`src/rtl/sclgen_pkg.sv`:
```
package sclgen_pkg;

  localparam int REG_ADDR_W = 2;

  typedef enum logic [REG_ADDR_W-1:0] {
    ADDR_DATA   = 2'd0,
    ADDR_PERIOD = 2'd1,
    ADDR_MASK   = 2'd2,
    ADDR_STATUS = 2'd3
  } regAddr_e;

  // Control to datapath strobes
  typedef struct packed {
    logic run;     // counters advance
    logic reload;  // capture new period value
  } ctrlStb_t;

  // Datapath to control strobes
  typedef struct packed {
    logic tick;       // end of a time unit
    logic periodEnd;  // end of the last unit of an SCL period
  } dpStat_t;

endpackage

```
`src/rtl/sclgen_datapath.sv`:
```
module sclgen_datapath
  import sclgen_pkg::*;
#(
  parameter int TPR_W      = 8,
  parameter int LOW_UNITS  = 6,
  parameter int HIGH_UNITS = 4,
  parameter int TPR_RESET  = 1,
  parameter int PHASE_W    = $clog2(LOW_UNITS + HIGH_UNITS)
) (
  input  logic               clk,
  input  logic               rstN,
  input  ctrlStb_t           ctrlStb,
  input  logic [TPR_W-1:0]   tprIn,
  output dpStat_t            dpStat,
  output logic [PHASE_W-1:0] phaseCnt,
  output logic               sclOut
);

  localparam int PERIOD_UNITS = LOW_UNITS + HIGH_UNITS;
  localparam int PRE_W        = TPR_W + 1;

  logic [TPR_W-1:0] activeTpr;
  logic [PRE_W-1:0] preCnt;
  logic [PRE_W-1:0] preLimit;
  logic             tick;
  logic             lastPhase;

  // 2*(1+P)-1 == 2P+1
  assign preLimit  = {activeTpr, 1'b1};
  assign tick      = ctrlStb.run && (preCnt == preLimit);
  assign lastPhase = (phaseCnt == PHASE_W'(PERIOD_UNITS - 1));

  assign dpStat.tick      = tick;
  assign dpStat.periodEnd = tick && lastPhase;

  always_ff @(posedge clk) begin
    if (!rstN) begin
      activeTpr <= TPR_W'(TPR_RESET);
    end else if (ctrlStb.reload) begin
      activeTpr <= tprIn;
    end
  end

  always_ff @(posedge clk) begin
    if (!rstN) begin
      preCnt   <= '0;
      phaseCnt <= '0;
    end else if (!ctrlStb.run) begin
      preCnt   <= '0;
      phaseCnt <= '0;
    end else if (tick) begin
      preCnt   <= '0;
      phaseCnt <= lastPhase ? '0 : phaseCnt + 1'b1;
    end else begin
      preCnt   <= preCnt + 1'b1;
    end
  end

  assign sclOut = !(ctrlStb.run && (phaseCnt < PHASE_W'(LOW_UNITS)));

endmodule

```
`src/rtl/sclgen_ctrl.sv`:
```
module sclgen_ctrl
  import sclgen_pkg::*;
#(
  parameter int TPR_W     = 8,
  parameter int DATA_W    = 8,
  parameter int BUS_W     = 32,
  parameter int TPR_RESET = 1
) (
  input  logic                  clk,
  input  logic                  rstN,
  input  logic                  regWrEn,
  input  logic [REG_ADDR_W-1:0] regAddr,
  input  logic [BUS_W-1:0]      regWrData,
  output logic [BUS_W-1:0]      regRdData,
  input  logic                  runEn,
  input  logic                  rawEvent,
  input  dpStat_t               dpStat,
  output ctrlStb_t              ctrlStb,
  output logic [TPR_W-1:0]      tprOut,
  output logic                  phaseStrobe,
  output logic                  rawPend,
  output logic                  irqMask,
  output logic                  irqOut
);

  localparam int USED_W = (DATA_W > TPR_W) ? DATA_W : TPR_W;

  logic [DATA_W-1:0] dataReg;
  logic [TPR_W-1:0]  tprReg;
  logic              clearHit;
  logic              unusedWrHigh;
  regAddr_e          addrSel;

  assign addrSel      = regAddr_e'(regAddr);
  assign unusedWrHigh = ^regWrData[BUS_W-1:USED_W];
  assign clearHit     = regWrEn && (addrSel == ADDR_STATUS) && regWrData[0];

  always_ff @(posedge clk) begin
    if (!rstN) begin
      dataReg <= '0;
      tprReg  <= TPR_W'(TPR_RESET);
      irqMask <= 1'b0;
    end else if (regWrEn) begin
      unique case (addrSel)
        ADDR_DATA:   dataReg <= regWrData[DATA_W-1:0];
        ADDR_PERIOD: tprReg  <= regWrData[TPR_W-1:0];
        ADDR_MASK:   irqMask <= regWrData[0];
        default:     ;
      endcase
    end
  end

  // Set has priority over clear
  always_ff @(posedge clk) begin
    if (!rstN) begin
      rawPend <= 1'b0;
    end else if (rawEvent) begin
      rawPend <= 1'b1;
    end else if (clearHit) begin
      rawPend <= 1'b0;
    end
  end

  always_comb begin
    regRdData = '0;
    unique case (addrSel)
      ADDR_DATA:   regRdData[DATA_W-1:0] = dataReg;
      ADDR_PERIOD: regRdData[TPR_W-1:0]  = tprReg;
      ADDR_MASK:   regRdData[0]          = irqMask;
      ADDR_STATUS: regRdData[0]          = rawPend;
      default:     ;
    endcase
  end

  assign ctrlStb.run    = runEn;
  assign ctrlStb.reload = !runEn || dpStat.periodEnd;
  assign tprOut         = tprReg;
  assign phaseStrobe    = runEn && dpStat.tick;
  assign irqOut         = rawPend && irqMask;

endmodule

```
`src/rtl/sclgen_top.sv`:
```
module sclgen_top
  import sclgen_pkg::*;
#(
  parameter int TPR_W      = 8,
  parameter int DATA_W     = 8,
  parameter int BUS_W      = 32,
  parameter int LOW_UNITS  = 6,
  parameter int HIGH_UNITS = 4,
  parameter int TPR_RESET  = 1
) (
  input  logic                  clk,
  input  logic                  rstN,
  input  logic                  regWrEn,
  input  logic [REG_ADDR_W-1:0] regAddr,
  input  logic [BUS_W-1:0]      regWrData,
  output logic [BUS_W-1:0]      regRdData,
  input  logic                  runEn,
  input  logic                  rawEvent,
  output logic                  sclOut,
  output logic                  phaseStrobe,
  output logic                  irqOut
);

  localparam int PERIOD_UNITS = LOW_UNITS + HIGH_UNITS;
  localparam int PHASE_W      = $clog2(PERIOD_UNITS);

  ctrlStb_t           ctrlStb;
  dpStat_t            dpStat;
  logic [TPR_W-1:0]   tprVal;
  logic [PHASE_W-1:0] phaseCnt;
  logic               rawPend;
  logic               irqMask;

  sclgen_ctrl #(
    .TPR_W    (TPR_W),
    .DATA_W   (DATA_W),
    .BUS_W    (BUS_W),
    .TPR_RESET(TPR_RESET)
  ) u_ctrl (
    .clk        (clk),
    .rstN       (rstN),
    .regWrEn    (regWrEn),
    .regAddr    (regAddr),
    .regWrData  (regWrData),
    .regRdData  (regRdData),
    .runEn      (runEn),
    .rawEvent   (rawEvent),
    .dpStat     (dpStat),
    .ctrlStb    (ctrlStb),
    .tprOut     (tprVal),
    .phaseStrobe(phaseStrobe),
    .rawPend    (rawPend),
    .irqMask    (irqMask),
    .irqOut     (irqOut)
  );

  sclgen_datapath #(
    .TPR_W     (TPR_W),
    .LOW_UNITS (LOW_UNITS),
    .HIGH_UNITS(HIGH_UNITS),
    .TPR_RESET (TPR_RESET),
    .PHASE_W   (PHASE_W)
  ) u_dp (
    .clk     (clk),
    .rstN    (rstN),
    .ctrlStb (ctrlStb),
    .tprIn   (tprVal),
    .dpStat  (dpStat),
    .phaseCnt(phaseCnt),
    .sclOut  (sclOut)
  );

endmodule

```
`config.mk`:
```
export PLATFORM = sky130hd
export DESIGN_NAME = sclgen_top
export DESIGN_NICKNAME = d
export VERILOG_FILES = /design/src/rtl/sclgen_pkg.sv /design/src/rtl/sclgen_datapath.sv /design/src/rtl/sclgen_ctrl.sv /design/src/rtl/sclgen_top.sv
export SDC_FILE = /design/constraint.sdc
export NUM_CORES = 1
export LEC_CHECK = 0
export CORE_MARGIN = 1.5
export CORE_UTILIZATION = 41
export DETAILED_ROUTE_END_ITERATION = 8
export PLACE_DENSITY = 0.75
export SETUP_SLACK_MARGIN = 0.05
export SYNTH_ARGS = -nofsm -noshare
export SYNTH_HDL_FRONTEND = slang
export SYNTH_SLANG_ARGS = --single-unit
```
`constraint.sdc`:
```
create_clock -name clk -period 4.1 [get_ports clk]
set_clock_uncertainty 0.1 [all_clocks]
set_input_delay 1.23 -clock clk [delete_from_list [all_inputs] [get_ports clk]]
set_output_delay 1.23 -clock clk [all_outputs]
set_load 0.01 [all_outputs]
```
# ---- Word level (Yosys, flattened, before mapping)
# Cells that the tools add are included.
dict set report word_totals {
  mem_bits_rw 0
  inputBits 39
  n_memories 0
  regBits 39
  rom_bits 0
  latchBits 0
  elab_cells 39
  out_inout_bits 35
}
dict set report classes {
  order_cmp 1
  addsub 2
  n_eq_ne 5
  bitwise_logic 2
  mux 5
  div_mod_pow 0
  n_reduce_logical 17
  n_shift 0
  multipliers 0
}
# cell n
set op_table {}
lappend op_table {{$pmux W7 S2} 1}
lappend op_table {{$add A9 B1 Y9 const B} 1}
lappend op_table {{$eq A9 B9 Y1} 1}
lappend op_table {{$reduce_and A2 Y1} 4}
lappend op_table {{$logic_and A1 B1 Y1} 7}
lappend op_table {{$add A4 B1 Y4 const B} 1}
lappend op_table {{$eq A2 B2 Y1 const B} 2}
lappend op_table {{$eq A4 B4 Y1 const B} 1}
lappend op_table {{$lt A4 B3 Y1 const B} 1}
lappend op_table {{$mux W4} 1}
lappend op_table {{$pmux W1 S4} 1}
lappend op_table {{$reduce_or A3 Y1} 1}
lappend op_table {{$eq A2 B1 Y1 const B} 1}
lappend op_table {{$logic_not A1 Y1} 2}
lappend op_table {{$logic_not A2 Y1} 1}
lappend op_table {{$mux W1} 2}
lappend op_table {{$not A1 Y1} 2}
lappend op_table {{$reduce_bool A2 Y1} 1}
lappend op_table {{$logic_or A1 B1 Y1} 1}

# ---- Depth between registers and ports, before layout
dict set report logic_depth {
  ltp_word 5
  mapped_depth 6
  depth_no_buf 5
}

# ---- Cells and area by module
# Synthesis repeated with hierarchy kept, for this count alone.
dict set report unflattened {
  cells_unflattened 230
  area_unflattened_um2 2144.6
}
# module n_inst seq_area_each_um2 area_per_inst_um2 cells_each
set modules_own_cells {}
lappend modules_own_cells {sclgen_datapath 1 420.4 1088.5 112}
lappend modules_own_cells {sclgen_ctrl 1 360.3 1056.0 118}

# ---- Worst setup path before layout
# No wires, ideal clock.
dict set report synth_timing {
  path_kind {input to output}
  start {input port regAddr[0]}
  end {output port regRdData[0]}
  setup_slack_ns 0.759
  cell_stages 2
  t_required_ns 2.770
  path_buffers 1
  arrival_time_ns 2.011
  cell_sequence {buf_1 -> mux4_2}
}
dict set report synth_between {
  elab_chain_len 2
  word_cells_on_any_way 5
  classes_between {3 x eq/ne; 1 x mux; 1 x reduce/logical}
}
# element line_no
set synth_rtl {}
lappend synth_rtl {{from (decl)} sclgen_top.sv:14} ;# input logic [REG_ADDR_W-1:0] regAddr,
lappend synth_rtl {{$eq A2 B2 Y1, or another cell as far along} sclgen_ctrl.sv:66} ;# unique case (addrSel)
lappend synth_rtl {{$pmux W1 S4 *} sclgen_ctrl.sv:66}
lappend synth_rtl {{to (decl)} sclgen_top.sv:16} ;# output logic [BUS_W-1:0] regRdData,
# Mark *: on every way between the ends. The rest lies on a longest branch, timed or not.

# ---- Worst setup path after layout
dict set report layout_timing {
  start {input port regAddr[0]}
  end {output port regRdData[7]}
}
dict set report layout_between {
  elab_chain_len 2
  word_cells_on_any_way 3
  classes_between {1 x eq/ne; 1 x mux; 1 x reduce/logical}
}
# element line_no
set layout_rtl {}
lappend layout_rtl {{$eq A2 B1 Y1 or $logic_not A2 Y1 (tied branches)} sclgen_ctrl.sv:66}
lappend layout_rtl {{$pmux W7 S2 *} sclgen_ctrl.sv:66}
# Marked as above.

==> run summary <==
For this block, the via count after detailed routing is roughly 1500. The tightest min-delay check is of the reg2reg type. The critical path start-end classification is in2out. Row generation in the floorplan step produced 25 rows.

The leading register cell type out of synthesis is dfxtp_1. The count of nets left with antenna violations after detail routing came out at 0. Once the clock tree was built, the setup fixing pass inserted 0 buffers. The library cells used most frequently in the layout, excluding fill and tap cells, are 39 x dfxtp_1, 36 x nand2_1, 26 x mux2i_1.

The cell leakage power is 0.948 nW. The overall power consumption is 0.731 mW. The maximum vdd drop is 204 uV. 74 I/O pins were placed. In this run the tightest slew margin relative to its limit is 63.1%.

In this run, distinct cell masters in the synthesized netlist total 37. Global routing consumed, over all layers together, roughly 15% of the routing resources. The wire length per cell after detailed routing is 10.7 um. The post-synthesis instance area came out at 0.00203 sq mm. The final-report hold violation count is 0. TritonCTS built the clock tree. In this run, placement finished with an instance count of 317. In the finished design, the share of the clock period the worst path needs comes to 96.8%. The count of hold buffers inserted by post-cts repair is 0. The worst setup slack before clock tree synthesis is -34.7 ps.

Of all cell types, the one taking the most synthesized area is dfxtp_1. Across the run, the number of max-cap violations was 0. The part of the Yosys area used for sequential elements is 38.5%. The number of port buffers is 25. Summed over all layers, the global routing overflow is 0.

The detail-routed via count per cell came out at around 4.5. The worst setup path is launched from a primary input. The area growth from synthesis to final layout came out at 16.4%.

The first global-routing pass estimated a little over 6 mm of wire. The worst path required time came out at 2770 ps. For this block, the initial DRC count from the detailed router was 37. The number of antenna violations at the first check in global routing was 0. The count of mapped cells out of synthesis came out at between 200 and 250. In the post-route analysis, the smallest setup slack over all paths is 130 ps. In the detailed route, the total length drawn on met2 is roughly 1.6 mm. The flow ran to the end, and the final reports show no timing, DRC or antenna violations. The die span in x came out at 73.3 um. The wire length on met1 came out at 1.66 mm.

The power per unit of standard cell area came out at about 310 mW/mm^2. The layout net count is 297. By area the synthesized netlist is led by dfxtp_1 38%, mux2i_1 13%, buf_4 8.9%, nand2_1 6.7%, xor2_1 4.8%.

The number of clock sinks seen by CTS came out at 39. Routed signal wires occupy layers up through met4. The final weighted congestion in routability-driven placement came out at 0.732. Summed over all failing endpoints, the final setup total negative slack is 0 ps.

The core region is around 0.0048 sq mm. The DRC violations left came out at 0. The layout cell share with drive strength beyond 1 is 8.91%.

The later pin in the worst-skew pair is clocked with a latency of around 290 ps. The largest fanout on the critical path is 12. The top cell type's share of synthesized area is 38.5%. Counting along the longest clock path gives a buffer depth of 2. Data on the critical path arrives at its endpoint at around 2600 ps. In this run, CTS created clock tree buffers numbering 5.

The antenna cell count is 0. Clock tree synthesis selected as its root buffer the cell clkbuf_8. After synthesis, the mean cell area works out to slightly below 9 sq um.

The detailed-router iteration count before antenna repair is 4. The most frequent standard cell in the layout excluding fill and tap cells is dfxtp_1. The area enclosed by the die boundary is 0.00538 sq mm.

The number of gates resized after CTS was 2. The finished layout holds between 300 and 400 standard cells, fillers aside. The number of enable-type register cells in the synthesized netlist is 0.

The fmax is 252 MHz. The final critical delay including setup and external delays came out at 3970 ps. The number of global-route vias before repair came out at roughly 1400. The register clock-pin slew on the reported worst setup and hold paths came out at 70 ps. The chip height is 73.3 um. The total of warnings raised by yosys is 0.

Setup repair after global routing left no endpoint under its margin. Summed over all nets, wire length on met3 after detailed routing comes to 129 um. The pin count of the biggest net entering global routing is 36. At the pin with the least slew margin, the transition time is 551 ps. The post-synthesis register bit count came out at 39. The sum of net half-perimeters after detailed placement is between 2 and 3 mm.

The critical path endpoint category is an output port. The number of max-slew violations in the final report was 0. Wires add up to roughly 3.5 mm. The number of H-tree branching levels is 2. The share of synthesized flip-flops with an asynchronous set or reset is 0%. The count of endpoints failing setup in the final report came out at 0. The starting density of the core came out at 42.7%.
==> Yosys cell counts (2+ instances only) <==
library cell   n
mux2i_1       26
dfxtp_1       39
nand3b_1       4
nand3_1        6
nor2_1        22
xor2_1        11
and3_1         2
buf_2          2
nand2_1       36
buf_1          2
buf_4         24
a21oi_1        5
nor2b_1       14
clkbuf_1       6
xnor2_1        3
and3b_1        2
a21boi_0       7
==> per-layer routing <==
layer	global-route usage, %	up-vias
li1	-	766
met1	17.7	660
met2	24.1	31
met3	3.43	6
met4	6.79	0
met5	0	-
==> kinds of logic after synthesis <==
family,count (synthesis),synth area share [%]
AOI/OAI and AO/OA,16,5.55
muxes,27,13.9
buffers and inverters,36,11.6
xor gates and xnor gates,14,6.05
adders and majority gates,1,0.617
and+or+nand+nor,97,23.6
other,1,0.185
DFF,39,38.5
==> final cells by class <==
class,count,area (sq um)
Clock buffer,5,68.8
Clock inverter,3,20.0
Fill cell,500,2390
Inverter,1,3.75
Multi-Input combinational cell,179,1100
Sequential cell,39,781
Tap cell,67,83.8
Timing Repair Buffer,31,305
==> path summary, 6_finish.rpt <==
| path | start | to | slack (ps) | cells after the start |
|---|---|---|---|---|
| worst max-delay path | regAddr[0] | regRdData[7] | 130 | 5 |
| worst min-delay path | u_dp.activeTpr[6] | u_dp.activeTpr[6] | 380 | 2 |
| worst max register to register | u_dp.preCnt[0] | u_dp.activeTpr[1] | 2270 | 6 |
| worst min register to register | u_dp.activeTpr[6] | u_dp.activeTpr[6] | 380 | 2 |
==> per-stage QoR <==
stage                     util [%]  hold WS (ps)  cell area [sq um]
after floorplan                  -           348               2110
after global placement        47.8           361               2270
after detailed placement      47.8           367               2270
after CTS                     49.7           383               2360
after global routing          49.7           397               2360
final                         49.7           376               2360
==> registers in the layout (all words and copies together) (netlist names) <==
register	cells
u_dp.preCnt	9
u_ctrl.dataReg	8
u_ctrl.rawPend	1
u_ctrl.tprOut	8
u_dp.phaseCnt	4
u_dp.activeTpr	8
u_ctrl.irqMask	1
==> critical path, cell delays in order <==
cell	delay, ps
clkdlybuf4s50_1	500
buf_12	150
mux2i_1	70
nor2_1	120
clkdlybuf4s50_1	560
==> power by group <==
group          switching (mW)  internal, mW
registers             0.00661         0.387
logic                  0.0428        0.0397
clock network           0.137         0.118
(Power assumes the default switching activity.)
